**config.mk**
```make
export PLATFORM = sky130hd
export DESIGN_NAME = ycc_convert
export DESIGN_NICKNAME = d
export VERILOG_FILES = /design/src/rtl/ycc_pkg.sv /design/src/rtl/ycc_cfg_bank.sv /design/src/rtl/ycc_row.sv /design/src/rtl/ycc_convert.sv
export SDC_FILE = /design/constraint.sdc
export NUM_CORES = 2
export LEC_CHECK = 0
export ABC_AREA = 1
export BUFFER_PORTS_ARGS = -buffer_cell sky130_fd_sc_hd__buf_2
export CAP_MARGIN = 25
export CORE_ASPECT_RATIO = 0.5
export CORE_MARGIN = 4
export CORE_UTILIZATION = 40
export DETAILED_ROUTE_END_ITERATION = 16
export GPL_ROUTABILITY_DRIVEN = 1
export GPL_TIMING_DRIVEN = 0
export PLACE_DENSITY = 0.59
export SLEW_MARGIN = 30
export SYNTH_ARGS = -nofsm -noshare
export SYNTH_HDL_FRONTEND = slang
export SYNTH_SLANG_ARGS = --single-unit
```
**constraint.sdc**
```tcl
create_clock -name clk -period 8.3 [get_ports clk]
set_input_delay 0.83 -clock clk [delete_from_list [all_inputs] [get_ports clk]]
set_output_delay 0.83 -clock clk [all_outputs]
set_load 0.01 [all_outputs]
```
**src/rtl/ycc_pkg.sv**
```systemverilog
package ycc_pkg;

  localparam int unsigned NCH = 3;

  // Full-range standard-definition matrix, integer weights with 8 fraction bits.
  function automatic int bt601_coef(input int row, input int col);
    int v;
    case (row * 3 + col)
      0:       v = 76;
      1:       v = 150;
      2:       v = 29;
      3:       v = -43;
      4:       v = -84;
      5:       v = 128;
      6:       v = 128;
      7:       v = -107;
      8:       v = -20;
      default: v = 0;
    endcase
    return v;
  endfunction

  function automatic int bt601_offs(input int ch);
    return (ch == 0) ? 0 : 128;
  endfunction

endpackage

```
**src/rtl/ycc_cfg_bank.sv**
```systemverilog
module ycc_cfg_bank #(
  parameter int unsigned DW = 8,
  parameter int unsigned CW = 11
) (
  input  logic                        clk,
  input  logic                        rst_n,
  input  logic                        cfg_mode_wr,
  input  logic                        cfg_csc_en,
  input  logic                        cfg_mat_wr,
  input  logic [9*CW-1:0]             cfg_coef,
  input  logic [ycc_pkg::NCH*DW-1:0]  cfg_offs,
  input  logic                        frame_start,
  output logic [9*CW-1:0]             eff_coef,
  output logic [ycc_pkg::NCH*DW-1:0]  eff_offs,
  output logic                        eff_bypass
);
  import ycc_pkg::*;

  localparam int unsigned MW = 9 * CW;
  localparam int unsigned OW = NCH * DW;

  function automatic logic [MW-1:0] dflt_coef();
    logic [MW-1:0] v;
    v = '0;
    for (int i = 0; i < 9; i++) v[i*CW +: CW] = CW'(bt601_coef(i / 3, i % 3));
    return v;
  endfunction

  function automatic logic [OW-1:0] dflt_offs();
    logic [OW-1:0] v;
    v = '0;
    for (int i = 0; i < int'(NCH); i++) v[i*DW +: DW] = DW'(bt601_offs(i));
    return v;
  endfunction

  localparam logic [MW-1:0] DFLT_COEF = dflt_coef();
  localparam logic [OW-1:0] DFLT_OFFS = dflt_offs();

  logic [MW-1:0] pend_coef_q, pend_coef_d, act_coef_q, act_coef_d;
  logic [OW-1:0] pend_offs_q, pend_offs_d, act_offs_q, act_offs_d;
  logic          pend_byp_q,  pend_byp_d,  act_byp_q,  act_byp_d;

  // next state: writes land in the pending set, frame start promotes it
  always_comb begin
    pend_coef_d = cfg_mat_wr  ? cfg_coef    : pend_coef_q;
    pend_offs_d = cfg_mat_wr  ? cfg_offs    : pend_offs_q;
    pend_byp_d  = cfg_mode_wr ? ~cfg_csc_en : pend_byp_q;
    act_coef_d  = frame_start ? pend_coef_q : act_coef_q;
    act_offs_d  = frame_start ? pend_offs_q : act_offs_q;
    act_byp_d   = frame_start ? pend_byp_q  : act_byp_q;
  end

  always_ff @(posedge clk or negedge rst_n) begin
    if (!rst_n) begin
      pend_coef_q <= DFLT_COEF;
      pend_offs_q <= DFLT_OFFS;
      pend_byp_q  <= 1'b1;
      act_coef_q  <= DFLT_COEF;
      act_offs_q  <= DFLT_OFFS;
      act_byp_q   <= 1'b1;
    end else begin
      pend_coef_q <= pend_coef_d;
      pend_offs_q <= pend_offs_d;
      pend_byp_q  <= pend_byp_d;
      act_coef_q  <= act_coef_d;
      act_offs_q  <= act_offs_d;
      act_byp_q   <= act_byp_d;
    end
  end

  // the pixel entering alongside frame_start already sees the promoted set
  assign eff_coef   = act_coef_d;
  assign eff_offs   = act_offs_d;
  assign eff_bypass = act_byp_d;

  // the active set moves only on a frame start
  p_hold_active_r9: assert property (@(posedge clk) disable iff (!rst_n)
    !frame_start |=> ($stable(act_coef_q) && $stable(act_offs_q) && $stable(act_byp_q)));

  // a promotion takes what was pending before the write in that cycle
  p_promote_old_r11: assert property (@(posedge clk) disable iff (!rst_n)
    frame_start |=> (act_coef_q == $past(pend_coef_q)) && (act_byp_q == $past(pend_byp_q)));

endmodule

```
**src/rtl/ycc_row.sv**
```systemverilog
module ycc_row #(
  parameter int unsigned DW   = 8,
  parameter int unsigned CW   = 11,
  parameter int unsigned FRAC = 8
) (
  input  logic            clk,
  input  logic            rst_n,
  input  logic            en1,
  input  logic            en2,
  input  logic            en3,
  input  logic [3*CW-1:0] row_coef,
  input  logic [DW-1:0]   row_offs,
  input  logic [3*DW-1:0] pix,
  output logic [DW-1:0]   res
);
  localparam int unsigned PW = DW + CW + 1;
  localparam int unsigned SW = PW + 2;
  localparam int unsigned BW = SW + 1;
  localparam logic signed [BW-1:0] MAXB = BW'((1 << DW) - 1);
  localparam logic signed [SW-1:0] MAXS = SW'((1 << DW) - 1);

  logic signed [PW-1:0] prod_d [3];
  logic signed [PW-1:0] prod_q [3];
  logic [DW-1:0]        offs1_q, offs2_q;
  logic signed [SW-1:0] sum_d, sum_q, shifted;
  logic signed [BW-1:0] biased;
  logic [DW-1:0]        res_d, res_q;

  // stage 1: three signed products
  always_comb begin
    for (int k = 0; k < 3; k++) begin
      prod_d[k] = PW'($signed({1'b0, pix[k*DW +: DW]})) * PW'($signed(row_coef[k*CW +: CW]));
    end
  end

  // stage 2: sum of products
  always_comb begin
    sum_d = SW'(prod_q[0]) + SW'(prod_q[1]) + SW'(prod_q[2]);
  end

  // stage 3: scale, offset, saturate
  always_comb begin
    shifted = sum_q >>> FRAC;
    biased  = BW'(shifted) + BW'($signed({1'b0, offs2_q}));
    if (biased < 0)         res_d = '0;
    else if (biased > MAXB) res_d = '1;
    else                    res_d = biased[DW-1:0];
  end

  always_ff @(posedge clk) begin
    if (en1) begin
      for (int k = 0; k < 3; k++) prod_q[k] <= prod_d[k];
      offs1_q <= row_offs;
    end
    if (en2) begin
      sum_q   <= sum_d;
      offs2_q <= offs1_q;
    end
    if (en3) begin
      res_q <= res_d;
    end
  end

  assign res = res_q;

  // a negative sum with zero offset saturates to the bottom
  p_clamp_low_r8: assert property (@(posedge clk) disable iff (!rst_n)
    (en3 && (sum_q < 0) && (offs2_q == '0)) |=> (res == '0));

  // a scaled sum above full scale saturates to the top
  p_clamp_high_r8: assert property (@(posedge clk) disable iff (!rst_n)
    (en3 && ((sum_q >>> FRAC) > MAXS)) |=> (res == '1));

endmodule

```
**src/rtl/ycc_convert.sv**
```systemverilog
module ycc_convert #(
  parameter int unsigned DW   = 8,
  parameter int unsigned CW   = 11,
  parameter int unsigned FRAC = 8,
  parameter int unsigned SBW  = 2
) (
  input  logic               clk,
  input  logic               rst_n,
  input  logic               cfg_mode_wr,
  input  logic               cfg_csc_en,
  input  logic               cfg_mat_wr,
  input  logic [9*CW-1:0]    cfg_coef,
  input  logic [3*DW-1:0]    cfg_offs,
  input  logic               frame_start,
  input  logic               in_valid,
  input  logic [SBW-1:0]     in_user,
  input  logic [DW-1:0]      in_r,
  input  logic [DW-1:0]      in_g,
  input  logic [DW-1:0]      in_b,
  output logic               out_valid,
  output logic [SBW-1:0]     out_user,
  output logic [DW-1:0]      out_c0,
  output logic [DW-1:0]      out_c1,
  output logic [DW-1:0]      out_c2
);
  import ycc_pkg::*;

  localparam int unsigned LAT = 3;
  localparam int unsigned PXW = NCH * DW;

  logic [9*CW-1:0] eff_coef;
  logic [PXW-1:0]  eff_offs;
  logic            eff_bypass;
  logic [PXW-1:0]  pix_in;
  logic [DW-1:0]   conv [NCH];

  logic [LAT-1:0]  v_q, v_d;
  logic [LAT-1:0]  byp_q;
  logic [SBW-1:0]  user_q [LAT];
  logic [PXW-1:0]  raw_q  [LAT];

  assign pix_in = {in_b, in_g, in_r};

  ycc_cfg_bank #(.DW(DW), .CW(CW)) u_cfg (
    .clk         (clk),
    .rst_n       (rst_n),
    .cfg_mode_wr (cfg_mode_wr),
    .cfg_csc_en  (cfg_csc_en),
    .cfg_mat_wr  (cfg_mat_wr),
    .cfg_coef    (cfg_coef),
    .cfg_offs    (cfg_offs),
    .frame_start (frame_start),
    .eff_coef    (eff_coef),
    .eff_offs    (eff_offs),
    .eff_bypass  (eff_bypass)
  );

  for (genvar ch = 0; ch < int'(NCH); ch++) begin : g_row
    ycc_row #(.DW(DW), .CW(CW), .FRAC(FRAC)) u_row (
      .clk      (clk),
      .rst_n    (rst_n),
      .en1      (in_valid),
      .en2      (v_q[0]),
      .en3      (v_q[1]),
      .row_coef (eff_coef[ch*3*CW +: 3*CW]),
      .row_offs (eff_offs[ch*DW +: DW]),
      .pix      (pix_in),
      .res      (conv[ch])
    );
  end

  // valid shift chain
  always_comb begin
    v_d = {v_q[LAT-2:0], in_valid};
  end

  always_ff @(posedge clk or negedge rst_n) begin
    if (!rst_n) v_q <= '0;
    else        v_q <= v_d;
  end

  // per-pixel side data, moved only where a pixel is present
  always_ff @(posedge clk) begin
    if (in_valid) begin
      user_q[0] <= in_user;
      byp_q[0]  <= eff_bypass;
      raw_q[0]  <= pix_in;
    end
    for (int s = 1; s < int'(LAT); s++) begin
      if (v_q[s-1]) begin
        user_q[s] <= user_q[s-1];
        byp_q[s]  <= byp_q[s-1];
        raw_q[s]  <= raw_q[s-1];
      end
    end
  end

  assign out_valid = v_q[LAT-1];
  assign out_user  = user_q[LAT-1];
  assign out_c0    = byp_q[LAT-1] ? raw_q[LAT-1][0*DW +: DW] : conv[0];
  assign out_c1    = byp_q[LAT-1] ? raw_q[LAT-1][1*DW +: DW] : conv[1];
  assign out_c2    = byp_q[LAT-1] ? raw_q[LAT-1][2*DW +: DW] : conv[2];

  // cycles since reset, so that history checks look only at driven inputs
  logic [1:0] warm_q;
  always_ff @(posedge clk or negedge rst_n) begin
    if (!rst_n)              warm_q <= '0;
    else if (warm_q != 2'd3) warm_q <= warm_q + 2'd1;
  end

  p_valid_delay_r3: assert property (@(posedge clk) disable iff (!rst_n)
    (warm_q == 2'd3) |-> (out_valid == $past(in_valid, 3)));

  p_user_delay_r4: assert property (@(posedge clk) disable iff (!rst_n)
    ((warm_q == 2'd3) && out_valid) |-> (out_user == $past(in_user, 3)));

  p_bypass_pass_r2: assert property (@(posedge clk) disable iff (!rst_n)
    ((warm_q == 2'd3) && out_valid && $past(eff_bypass, 3)) |->
      ((out_c0 == $past(in_r, 3)) && (out_c1 == $past(in_g, 3)) && (out_c2 == $past(in_b, 3))));

endmodule

```
# Yosys cells after proc, flatten, opt, wreduce, memory -nomap -nowiden
# Memories as Yosys holds them, arrays and structs flattened.
# Index checks and enable logic that the tools add are counted.
[word_totals]
reg_bits = 392
ramBits = 258
in_bits = 156
out_inout_bits = 27
elab_cells = 67
mem_count = 5
[memory_table]
columns = ["memory", "depth", "word_bits", "read_ports", "rd_ports_with_merged_regs", "write_ports", "line", "source"]
rows = [
  ["raw_q", 3, 24, 3, 0, 3, "ycc_convert.sv:40", "logic [PXW-1:0] raw_q [LAT];"],
  ["g_row[0].u_row.prod_q", 3, 20, 3, 0, 3, "ycc_row.sv:23", "logic signed [PW-1:0] prod_q [3];"],
  ["g_row[1].u_row.prod_q", 3, 20, 3, 0, 3, "ycc_row.sv:23", ""],
  ["g_row[2].u_row.prod_q", 3, 20, 3, 0, 3, "ycc_row.sv:23", ""],
  ["user_q", 3, 2, 3, 0, 3, "ycc_convert.sv:39", "logic [SBW-1:0] user_q [LAT];"],
]
[op_classes]
add_sub_neg = 9
multipliers = 9
order_cmp = 6
muxes = 15
n_bitwise = 1
[op_table]
columns = ["cell", "count"]
rows = [
  ["$mul A9 B11 Y20", 9],
  ["$mux W99", 1],
  ["$add A21 B20 Y22", 3],
  ["$add A20 B20 Y21", 3],
  ["$mux W8", 6],
  ["$add A14 B9 Y15", 3],
  ["$gt A15 B9 Y1 const B", 3],
  ["$lt A15 B1 Y1 const B", 3],
  ["$mux W24", 1],
  ["$mux W1", 7],
  ["$not A1 Y1", 1],
]

# Longest topological paths before layout
[depth]
depth_word = 3
mapped_depth = 25
mapped_depth_nobuf = 23

# By module
# A second synthesis with hierarchy kept.
[unflattened]
cells_unflattened = 6788
area_unflattened_um2 = 58872.7
[by_module_without_submodules]
columns = ["mod", "instances", "cells_each", "area_each_um2", "seq_area_each_um2"]
rows = [
  ["ycc_row at g_row[0].u_row", 1, 1879, 15561.2, 2942.8],
  ["ycc_row at g_row[1].u_row", 1, 1866, 15532.4, 2942.8],
  ["ycc_row at g_row[2].u_row", 1, 1829, 15376.0, 2942.8],
  ["ycc_cfg_bank", 1, 1050, 9506.6, 6321.1],
  ["ycc_convert", 1, 164, 2896.5, 2507.4],
]

# Worst setup path after synthesis
# Ideal clock, no wire load.
[synth_path]
path_type = "input port to flip-flop"
start = "in frame_start"
end = "mem g_row[0].u_row.prod_q[0][33] (netlist name), data pin"
setup_ns = 0.259
arrival_ns = 4.915
t_required_ns = 8.041
slack_ns = 3.126
path_stages = 21
path_buffers = 3
path_cell_list = "buf_4 -> buf_4 -> buf_2 -> nand2_1 -> o21ai_0 -> inv_1 -> nand2_1 -> fa_1 -> inv_1 -> fa_1 -> fa_1 -> inv_1 -> fa_1 -> inv_1 -> ha_1 -> a21o_1 -> a21oi_1 -> o21ai_1 -> nand3_1 -> nand2_1 -> xor2_1"
[synth_rtl]
columns = ["item", "line", "source"]
rows = [
  ["from (decl)", "ycc_convert.sv:14", "input logic frame_start,"],
  ["to (decl)", "ycc_row.sv:23", ""],
]

==> flow_summary.ini <==
[routing]
drtIter0Drc = 2978
avgRoutedWirePerCell_um = 20.0
vias_per_cell = 4.93
ant_nets = 0
drtPass1Iterations = 5
vias = 41400
wl_mm = 168
drc_errors = 0

[synth]
ys_types = 51
ys.flop_type = edfxtp_1
synth_area_um2 = 56800
synthArstFlopShare_pct = 40.1
ys_top_cells_by_area = fa_1, edfxtp_1, ha_1
ys_ff_latch = 626
synth.top_cell.area_share_pct = 24.9
syn_nets = 7494
synth_top_area_cell = fa_1
synth_edf_count = 375
synth_seq_area_share_pct = 31.1
synth_cells = 6186
avgSynthCellArea_um2 = 9.19
yosysWarnings = 0

[worst_hold_path]
hp-class = in2async

[clocking]
tritoncts = done
path_clk_slew_ps = 60
postCtsSetupBuffers = 0
ctsLongestPathBuffers = 3
numCtsBuffers = 67
ctsResizeCount = 0
htreeDepth = 3
hold_buffers = 0
cts-root-buf = clkbuf_16
clk_latency_ps = 670
clkSinkCount = 626

[sta]
finalHoldViolCount = 0
setup_viol = 0
fin_setup_tns_ps = 0
tightest_slew_ps = 1110
min_period_over_period_pct = 81.2
fmax_ghz = 0.148
skew_ps = 21.9
rsz0062_at_grt = no
maxSlewViolCount = 0
fin_crit_ps = 6740
slew_headroom_pct = 25.7

[die]
initial_core_util_pct = 40.4
die_h_um = 275
ios = 183
die_area_um2 = 149000
die_x_um = 541
rows = 97
coreArea_um2 = 141000

[setup_path]
critPathArrivalTime_ps = 7050
r2r_slack_ps = 2600
r2r_cells = 20
cp-start-kind = input pin
reg2reg_to = g_row[0].u_row.prod_q[0][59]
end_kind = register
worstPathRequired_ps = 8610
reg2reg_from = u_cfg.pend_coef_q[32]
path_max_fanout = 11
critPathKind = in2reg

[run]
cap_violations = 0

[cells_and_area]
final_cell_mix = inv_1, nand2_1, fa_1
final_common_cell = inv_1
drive_above_1_share_pct = 8.22
area_growth_pct = 10.5
nets = 7752
n_fill_cell = 13600

[grt]
grt_max_degree = 85
antenna_found_initial = 18
grt_pass1_vias = 41500
grt_overflow = 0
grt_pass1_wl_mm = 254
track_usage_pct = 22.8

[place]
dp_hpwl_mm = 137
place.gp.congestion = 0.926
port_buffers = 180

[status]
outcome = finished, final reports clean
routing by layer:
metal / wire [um] / track usage (%)
met1: 76300 / 32.8
met2: 71100 / 34.5
met3: 14400 / 4.87
met4: 5900 / 7.50
met5: 13 / 0
cells by family (layout without fill, tap and decap cells):
| family | Yosys count | count (layout) | share of synthesized area (%) |
|---|---|---|---|
| AOI/OAI and AO/OA | 638 | 638 | 6.11 |
| xor gates and xnor gates | 223 | 223 | 3.45 |
| adders and majority gates | 1152 | 1152 | 34.7 |
| buffers and inverters | 1631 | 1944 | 10.9 |
| DFF | 626 | 626 | 31.1 |
| muxes | 24 | 24 | 0.476 |
| other | 0 | 6 | 0 |
| and+or+nand+nor | 1892 | 1892 | 13.3 |
final cells by class:
| type | instances | area, um2 | area share (%) |
|---|---|---|---|
| multi-input combinational | 3929 | 33000 | 52.6 |
| sequential | 626 | 17700 | 28.1 |
| inverter | 1500 | 5630 | 8.97 |
| tap | 1881 | 2350 | 3.75 |
| clock buffer | 85 | 1860 | 2.96 |
| timing repair buffer | 189 | 1150 | 1.84 |
| buffer | 131 | 546 | 0.869 |
| clock inverter | 39 | 531 | 0.845 |
| antenna | 6 | 15.0 | 0.0239 |
through the flow:
step / utilization, % / std cells / worst slack (ps) / area [um2] / hold WS [ps]
after floorplan: - / 6186 / 3130 / 56800 / 400
after global placement: 42.8 / 8247 / 556 / 60100 / 400
after detailed placement: 42.9 / 8256 / 1150 / 60400 / 405
after CTS: 44.6 / 8380 / 1830 / 62700 / 47.6
after global routing: 44.7 / 8382 / 1340 / 62800 / 77.2
final: 44.7 / 8386 / 1560 / 62800 / 83.0
Yosys cell counts (all sizes together), types with 19 or more instances:
| library cell | number |
|---|---|
| nor3 | 23 |
| inv | 1495 |
| clkbuf | 100 |
| nand2 | 1108 |
| fa | 708 |
| xor2 | 129 |
| nand3 | 137 |
| dfstp | 92 |
| nor2 | 574 |
| buf | 31 |
| a21oi | 235 |
| ha | 444 |
| mux2 | 24 |
| o21ai | 326 |
| nand4 | 20 |
| o21bai | 19 |
| edfxtp | 375 |
| dfrtp | 159 |
| xnor2 | 94 |
state kept, by name, summed over array words and instances (netlist names), 42 cells and up:
name,count
u_cfg.pend_coef_q,99
g_row.u_row.sum_q,42
u_cfg.act_coef_q,99
raw_q,72
g_row.u_row.prod_q,180
worst max-delay path: stages:
cell      delay (ps)
clkbuf_2         540
buf_2            690
nand2_1          290
nand2_1          260
nor2_1           110
inv_1            170
fa_1             530
fa_1             530
inv_1             50
fa_1             530
inv_1             50
fa_1             490
inv_1             50
ha_1             390
nand2_1          100
nor2_1           190
nand3_1          110
nand3b_1         160
nand3_1           90
nand2_1           80
xor2_1           770
worst max path at each step:
stage                start                      endpoint  slack (ps)
5_1_grt        frame_start  g_row[0].u_row.prod_q[0][58]        1340
6_report       frame_start  g_row[0].u_row.prod_q[0][57]        1560
4_1_cts        frame_start  g_row[0].u_row.prod_q[0][57]        1830
3_5_place_dp   frame_start  g_row[0].u_row.prod_q[0][57]        1150
2_1_floorplan  frame_start  g_row[0].u_row.prod_q[0][33]        3130
3_3_place_gp   frame_start  g_row[0].u_row.prod_q[0][57]         560
Power is left out: the tool's default activity adds up to more than one toggle a clock period on the data nets, which glitch-free logic cannot reach.
